`src/rtl/lbus_pkg.sv`:
```
package lbus_pkg;

    localparam int LB_AW   = 20;
    localparam int LB_DW   = 16;
    localparam int HOST_DW = 32;
    localparam int BE_W    = HOST_DW / 8;
    localparam int CODE_W  = 4;
    localparam int CNT_W   = CODE_W;
    localparam logic [CODE_W-1:0] CODE_RDY    = '0;
    localparam logic [CODE_W-1:0] CODE_MIN    = CODE_W'(4);
    localparam logic [CODE_W-1:0] CODE_MAX    = CODE_W'(11);

    typedef enum logic [1:0] {
        ST_IDLE,
        ST_ARB,
        ST_STRB,
        ST_TAIL
    } lb_state_e;

    typedef struct packed {
        logic             write;
        logic             moto;
        logic             arb;
        logic             wide;
        logic             rdy_mode;
        logic             bhe_n;
        logic [LB_AW-1:0] addr;
        logic [LB_DW-1:0] wdata;
    } lb_txn_t;

    function automatic logic code_ok(input logic [CODE_W-1:0] c);
        return (c == CODE_RDY) || ((c >= CODE_MIN) && (c <= CODE_MAX));
    endfunction

endpackage

```
`src/rtl/lbus_lane_map.sv`:
```
module lbus_lane_map
    import lbus_pkg::*;
#(
    parameter int AW  = LB_AW,
    parameter int HDW = HOST_DW,
    parameter int BDW = LB_DW
) (
    input  logic              wide,
    input  logic [HDW/8-1:0]  be_n,
    input  logic [AW-1:2]     addr_hi,
    input  logic [HDW-1:0]    wdata,
    output logic              map_ok,
    output logic [AW-1:0]     addr_o,
    output logic              bhe_n_o,
    output logic [BDW-1:0]    wdata_o
);
    localparam int NLANE = HDW / 8;

    logic [NLANE-1:0] lane_hit;
    logic [1:0]       lane_idx;
    logic [7:0]       lane_byte;
    logic             up_sel;
    logic [1:0]       pair;
    logic             lo_any, hi_any;

    // Exactly-one-lane detect and lane encode for the narrow bus
    genvar g;
    generate
        for (g = 0; g < NLANE; g++) begin : g_lane
            assign lane_hit[g] = (be_n == ~(NLANE'(1) << g));
        end
    endgenerate

    always_comb begin
        lane_idx = '0;
        for (int i = 0; i < NLANE; i++) begin
            if (lane_hit[i]) lane_idx = 2'(i);
        end
        lane_byte = wdata[lane_idx*8 +: 8];
    end

    assign lo_any = (be_n[1:0] != 2'b11);
    assign hi_any = (be_n[3:2] != 2'b11);
    assign up_sel = !lo_any;
    assign pair   = up_sel ? be_n[3:2] : be_n[1:0];

    always_comb begin
        if (wide) begin
            map_ok  = lo_any ^ hi_any;
            addr_o  = {addr_hi, up_sel, pair[0]};
            bhe_n_o = pair[1];
            wdata_o = up_sel ? wdata[2*BDW-1:BDW] : wdata[BDW-1:0];
        end else begin
            map_ok  = |lane_hit;
            addr_o  = {addr_hi, lane_idx};
            bhe_n_o = 1'b1;
            wdata_o = {{(BDW-8){1'b0}}, lane_byte};
        end
    end

endmodule

```
`src/rtl/lbus_cycle_timer.sv`:
```
module lbus_cycle_timer #(
    parameter int W = 4
) (
    input  logic         clk,
    input  logic         rst,
    input  logic         load,
    input  logic [W-1:0] load_val,
    input  logic         tick,
    output logic         expired
);
    logic [W-1:0] cnt;

    always_ff @(posedge clk) begin
        if (rst) begin
            cnt <= '0;
        end else if (load) begin
            cnt <= load_val;
        end else if (tick && (cnt != '0)) begin
            cnt <= cnt - W'(1);
        end
    end

    assign expired = (cnt == '0);

endmodule

```
`src/rtl/lbus_cycle_gen.sv`:
```
module lbus_cycle_gen
    import lbus_pkg::*;
(
    input  logic               clk,
    input  logic               rst,
    input  logic [CODE_W-1:0]  cfg_time,
    input  logic               cfg_moto,
    input  logic               cfg_arb_en,
    input  logic               cfg_wide,
    input  logic               req_valid,
    output logic               req_ready,
    input  logic               req_write,
    input  logic [LB_AW-1:0]   req_addr,
    input  logic [BE_W-1:0]    req_be,
    input  logic [HOST_DW-1:0] req_wdata,
    output logic               resp_done,
    output logic               resp_err,
    output logic [HOST_DW-1:0] resp_rdata,
    output logic [LB_AW-1:0]   lb_addr,
    output logic               lb_bhe_n,
    output logic [LB_DW-1:0]   lb_wdata,
    output logic               lb_wdata_oe,
    input  logic [LB_DW-1:0]   lb_rdata,
    output logic               lb_bus_oe,
    output logic               lb_rd_n,
    output logic               lb_wr_n,
    output logic               lb_rw,
    output logic               lb_ds_n,
    input  logic               lb_rdy_n,
    output logic               bus_req,
    input  logic               bus_gnt
);
    lb_state_e        state;
    lb_txn_t          txn;
    logic [LB_DW-1:0] rdata_q;
    logic             done_q, err_q;

    logic             map_ok;
    logic [LB_AW-1:0] map_addr;
    logic             map_bhe_n;
    logic [LB_DW-1:0] map_wdata;
    logic             accept, good, tmr_load, tmr_exp, end_now, strobe;
    logic [CNT_W-1:0] tmr_val;

    lbus_lane_map #(.AW(LB_AW), .HDW(HOST_DW), .BDW(LB_DW)) map_i (
        .wide    (cfg_wide),
        .be_n    (req_be),
        .addr_hi (req_addr[LB_AW-1:2]),
        .wdata   (req_wdata),
        .map_ok  (map_ok),
        .addr_o  (map_addr),
        .bhe_n_o (map_bhe_n),
        .wdata_o (map_wdata)
    );

    assign accept   = (state == ST_IDLE) && req_valid;
    assign good     = code_ok(cfg_time) && map_ok;
    assign tmr_load = (accept && good && !cfg_arb_en) ||
                      ((state == ST_ARB) && bus_gnt);
    // Length minus one: the strobe covers the load cycle's successor through expiry
    assign tmr_val  = (state == ST_IDLE) ? (cfg_time - CNT_W'(1))
                                         : (txn_len - CNT_W'(1));

    logic [CNT_W-1:0] txn_len;

    lbus_cycle_timer #(.W(CNT_W)) tmr_i (
        .clk      (clk),
        .rst      (rst),
        .load     (tmr_load),
        .load_val (tmr_val),
        .tick     (strobe),
        .expired  (tmr_exp)
    );

    assign strobe  = (state == ST_STRB);
    assign end_now = txn.rdy_mode ? !lb_rdy_n : tmr_exp;

    always_ff @(posedge clk) begin
        if (rst) begin
            state   <= ST_IDLE;
            txn     <= '0;
            txn_len <= '0;
            rdata_q <= '0;
            done_q  <= 1'b0;
            err_q   <= 1'b0;
        end else begin
            done_q <= 1'b0;
            unique case (state)
                ST_IDLE: begin
                    if (accept) begin
                        if (!good) begin
                            done_q <= 1'b1;
                            err_q  <= 1'b1;
                        end else begin
                            txn.write    <= req_write;
                            txn.moto     <= cfg_moto;
                            txn.arb      <= cfg_arb_en;
                            txn.wide     <= cfg_wide;
                            txn.rdy_mode <= (cfg_time == CODE_RDY);
                            txn.bhe_n    <= map_bhe_n;
                            txn.addr     <= map_addr;
                            txn.wdata    <= map_wdata;
                            txn_len      <= cfg_time;
                            state        <= cfg_arb_en ? ST_ARB : ST_STRB;
                        end
                    end
                end
                ST_ARB: begin
                    if (bus_gnt) state <= ST_STRB;
                end
                ST_STRB: begin
                    if (end_now) begin
                        rdata_q <= lb_rdata;
                        state   <= ST_TAIL;
                    end
                end
                ST_TAIL: begin
                    state  <= ST_IDLE;
                    done_q <= 1'b1;
                    err_q  <= 1'b0;
                end
                default: state <= ST_IDLE;
            endcase
        end
    end

    assign req_ready   = (state == ST_IDLE);
    assign resp_done   = done_q;
    assign resp_err    = err_q;
    assign resp_rdata  = txn.wide ? {2{rdata_q}} : {4{rdata_q[7:0]}};

    assign lb_bus_oe   = (state == ST_STRB) || (state == ST_TAIL);
    assign lb_addr     = lb_bus_oe ? txn.addr : '0;
    assign lb_bhe_n    = lb_bus_oe ? txn.bhe_n : 1'b1;
    assign lb_wdata_oe = lb_bus_oe && txn.write;
    assign lb_wdata    = lb_wdata_oe ? txn.wdata : '0;
    assign lb_rd_n     = !(strobe && !txn.moto && !txn.write);
    assign lb_wr_n     = !(strobe && !txn.moto && txn.write);
    assign lb_ds_n     = !(strobe && txn.moto);
    assign lb_rw       = !(lb_bus_oe && txn.moto && txn.write);
    assign bus_req     = txn.arb && (state != ST_IDLE);

endmodule

```
`config.mk`:
```
export PLATFORM = sky130hd
export DESIGN_NAME = lbus_cycle_gen
export DESIGN_NICKNAME = d
export VERILOG_FILES = /design/src/rtl/lbus_pkg.sv /design/src/rtl/lbus_lane_map.sv /design/src/rtl/lbus_cycle_timer.sv /design/src/rtl/lbus_cycle_gen.sv
export SDC_FILE = /design/constraint.sdc
export NUM_CORES = 1
export LEC_CHECK = 0
export BUFFER_PORTS_ARGS = -buffer_cell sky130_fd_sc_hd__buf_2
export CAP_MARGIN = 20
export CORE_MARGIN = 2
export CORE_UTILIZATION = 53
export DETAILED_ROUTE_END_ITERATION = 6
export GPL_ROUTABILITY_DRIVEN = 0
export PLACE_DENSITY_LB_ADDON = 0.2
export SLEW_MARGIN = 0
export SYNTH_ARGS = -nofsm -noshare
export SYNTH_HDL_FRONTEND = slang
export SYNTH_SLANG_ARGS = --single-unit
```
`constraint.sdc`:
```
create_clock -name clk -period 5.41 [get_ports clk]
set_clock_uncertainty 0.15 [all_clocks]
set_input_delay 0.541 -clock clk [delete_from_list [all_inputs] [get_ports clk]]
set_output_delay 0.541 -clock clk [all_outputs]
set_load 0.05 [all_outputs]
```
==> results.md <==
* Status: finished, violations left
* Violated checks: design-rule violations
* GRT Util Overall at 25.3%
* Leak at approximately 2.4 nW
* Core area at around 0.0076 mm^2
* Net Sw Power at approximately 0.00085 W
* Max stage delay on crit path at just over 0.6 ns
* GRT overflow at 0
* Comb pwr share at 43.8%
* Internal at 0.00112 W
* Die Width at 92.4 um
* Chip Height at 92.4 um
* Ys async rst share at 0%
* Drt first pass iters at 7
* CP bufs+invs at 3
* Synth warn at 0
* Setup tns final at 0 ns
* Slew Limit Fails at 0
* Final period utilization at about three fifths
* Final setup fails at 0
* Area contributors post-synth: dfxtp_1 (34%), nand2_1 (11%), a21oi_1 (8.1%)
* Post-route DRC at 2
* Top cell type's share of synthesized area at 33.9%
* Reg clk slew, reported paths at 0.08 ns
* Hold path cells at 3
* First-pass GRT wire length at 17600 um
* Final core utilization at between 60 and 70%
* Synth cell types at 51
* I/O Buffers at 161
* CP arrival at around 2.6 ns
* Reg-to-reg critical path endpoint: tmr_i.cnt[2]$_SDFFE_PP0P_
* Post-place setup slack at 2.16 ns
* CTS Sinks at 70
* CP Data Required Time at 4.72 ns
* Vias at about 4.2k
* R2R Setup Slk at 2.30 ns
* Syn Inst Count at ~550
* Vias in the first global route at 3821
* Hold Vio Cnt, Final at 0
* Fill cells at 712
* Reg2reg path depth at 12
* Sequential share of power at between 30% and 40%
* Worst hold path class: in -> reg
* Largest net degree at the start of global routing at 74
* Worst-Margin Slew at between 1 and 1.5 ns
* Avg WL per Cell at around 14 um
* Worst-skew pair later-pin latency at 0.34 ns
* DIE AREA at 0.00853 mm^2
* DR vias/cell at 5.47
* Initial antenna violation count at 0
* Slowest CP cell: nand2_1
* Commonest non-fill, non-tap cell in the layout: buf_2
* Endpoint class of the critical path: output port
* Max Clock Freq at 0.301 GHz
* Row cnt at 32
* Post-synth EDFFs at 0
* Layout area overhead at 19.4%
* Setup crit start kind: flop
* Primary FF master, synth: dfxtp_1
* Starting DRC count in detailed routing at 175
* Pwr per Cell Area at 398 mW/mm^2
* Crit path max fanout at 39
* Power, Total at 0.00197 W
* CP delay by family, top: simple AND/OR/NAND/NOR gates
* FF-to-FF Start: state[1]$_SDFFE_PP0P_
* Final worst path period need at 3.33 ns
* Most frequent cells in the layout: buf_2 (161), nand2_1 (116), dfxtp_1 (70)
* Hold_buf cts at 0
* Sw Ratio at 43.3%
* DRT antenna net count at 0
* Slew headroom at 23.2%
* Mean Syn Cell Area at 7.48 um^2
* Post-CTS Resized at 0
* CTS Buf Count at 9
* Crit path setup slack, layout at 2.08 ns
* Sequential-to-total area share from yosys stat at 33.9%
* Syn nets at approximately 650
* Post-Syn Area at 0.00414 mm^2
* Yosys reg bits at 70
* Initial Utilization at between 50% and 60%
* Post-synth top area cell: dfxtp_1
* Share of layout cells above drive strength 1 at 29.6%
* IO Count at roughly 160
* Diode count at 0
* CTS tree: done
* Max-cap viol count at 0
* Final WL at about 11000 um
* Crit path cell chain: inv_1 > ha_1 > inv_1 > nand2_1 > and2_1 > nand2_1 > buf_2
* Worst vdd ir at 150 uV
* CTS root buf: clkbuf_8
* RSZ-0062 raised after global routing: no
* Hold WS at ~0.28 ns
* Max Root-Sink Buffers at 2
* Nets at 755
* Post-CTS setup buffer count at 0
* Htree depth at 3
* Clk pwr share at 23.7%
* Hold_sp: lb_rdata[6]
* Hold Crit Endpoint: rdata_q[6]$_SDFFE_PP0P_
* DP HPWL at 7530 um
* Crit path kind: reg -> out
-- cell type report --
type	count	area [um^2]	share of cell area (%)
multi-input cells	408	2320	46.9
inverters	9	33.8	0.684
clock buffers	10	128	2.58
clock inverters	6	93.8	1.90
well taps	102	128	2.58
flip-flops and latches	70	1400	28.4
repair buffers	165	836	16.9
-- worst max path at each step --
stage | slack, ns | cells past startpoint | endpoint | startpoint
2_1_floorplan | 2.52 | 12 | tmr_i.cnt[2]$_SDFFE_PP0P_ | state[0]$_SDFFE_PP0P_
5_1_grt | 1.84 | 7 | lb_rw | state[0]$_SDFFE_PP0P_
3_3_place_gp | 2.22 | 13 | tmr_i.cnt[2]$_SDFFE_PP0P_ | cfg_time[2]
6_report | 2.08 | 7 | lb_rw | state[0]$_SDFFE_PP0P_
4_1_cts | 2.00 | 7 | lb_rw | state[0]$_SDFFE_PP0P_
3_5_place_dp | 2.16 | 13 | tmr_i.cnt[2]$_SDFFE_PP0P_ | cfg_time[2]
-- layer usage --
metal  global-route usage [%]  up-vias  part of all wire [%]
li1                         -     2073                     -
met1                     31.3     1946                    42
met3                     4.64       18                   7.2
met5                        0        -                     0
met2                     44.0      175                    49
met4                     8.46        0                   1.9
-- power by group through the flow --
stage | Combinational, W | Clock [W] | Sequential, W
2_1_floorplan | 0.000740 | 0 | 0.000651
3_3_place_gp | 0.000843 | 0 | 0.000646
3_5_place_dp | 0.000861 | 0 | 0.000651
4_1_cts | 0.000863 | 0.000477 | 0.000640
5_1_grt | 0.000931 | 0.000499 | 0.000651
6_report | 0.000861 | 0.000466 | 0.000639
-- state kept, by name, indices dropped and copies added (netlist names) --
register and flops:
rdata_q 16, resp_done 1, resp_err 1, state 2, tmr_i.cnt 4, txn 42
txn_len 4
-- worst register-to-register path: stages (launching register included) --
cell and delay [ns]:
dfxtp_1 0.33, inv_1 0.12, ha_1 0.47, nand2_1 0.17, a21oi_1 0.27, o211ai_4 0.12, o21ai_2 0.34, mux2i_1 0.27
ha_1 0.21, nand2_1 0.08, a21oi_1 0.15, nor2_1 0.05, mux2_4 0.28
-- metrics by stage --
stage               cell area (um^2)  std cells
floorplan                       4140        553
global placement                4710        753
detailed placement              4710        753
CTS                             4930        769
global route                    4940        770
finish                          4940        770
-- cells by family (layout without fill, tap and decap cells) --
logic type,Yosys count,after routing,synth area share [%]
flip-flops,70,70,33.9
adder cells (fa/ha/maj),7,7,2.12
buffers and inverters,75,190,10.3
XOR/XNOR,8,8,1.87
AO/OA/AOI/OAI,112,112,15.7
multiplexers,32,32,8.19
AND/OR/NAND/NOR,249,249,28.0
-- cells in the mapped netlist, types with 3 or more instances --
library cell	number
inv_1	9
o21ai_0	21
mux2i_1	20
mux2_2	10
dfxtp_1	70
and2_1	23
nand2b_1	4
nor4_1	8
nand3_1	27
xor2_1	3
a211oi_1	4
buf_2	8
buf_6	3
a21oi_1	67
xnor2_1	4
buf_4	30
clkbuf_1	24
or3_1	3
nor2_1	29
o21ai_1	4
nand2_1	116
nor3_1	10
o211a_1	3
nor2b_1	5
ha_1	7
and3_1	16
Note: power is estimated with default switching activity, not from simulation.
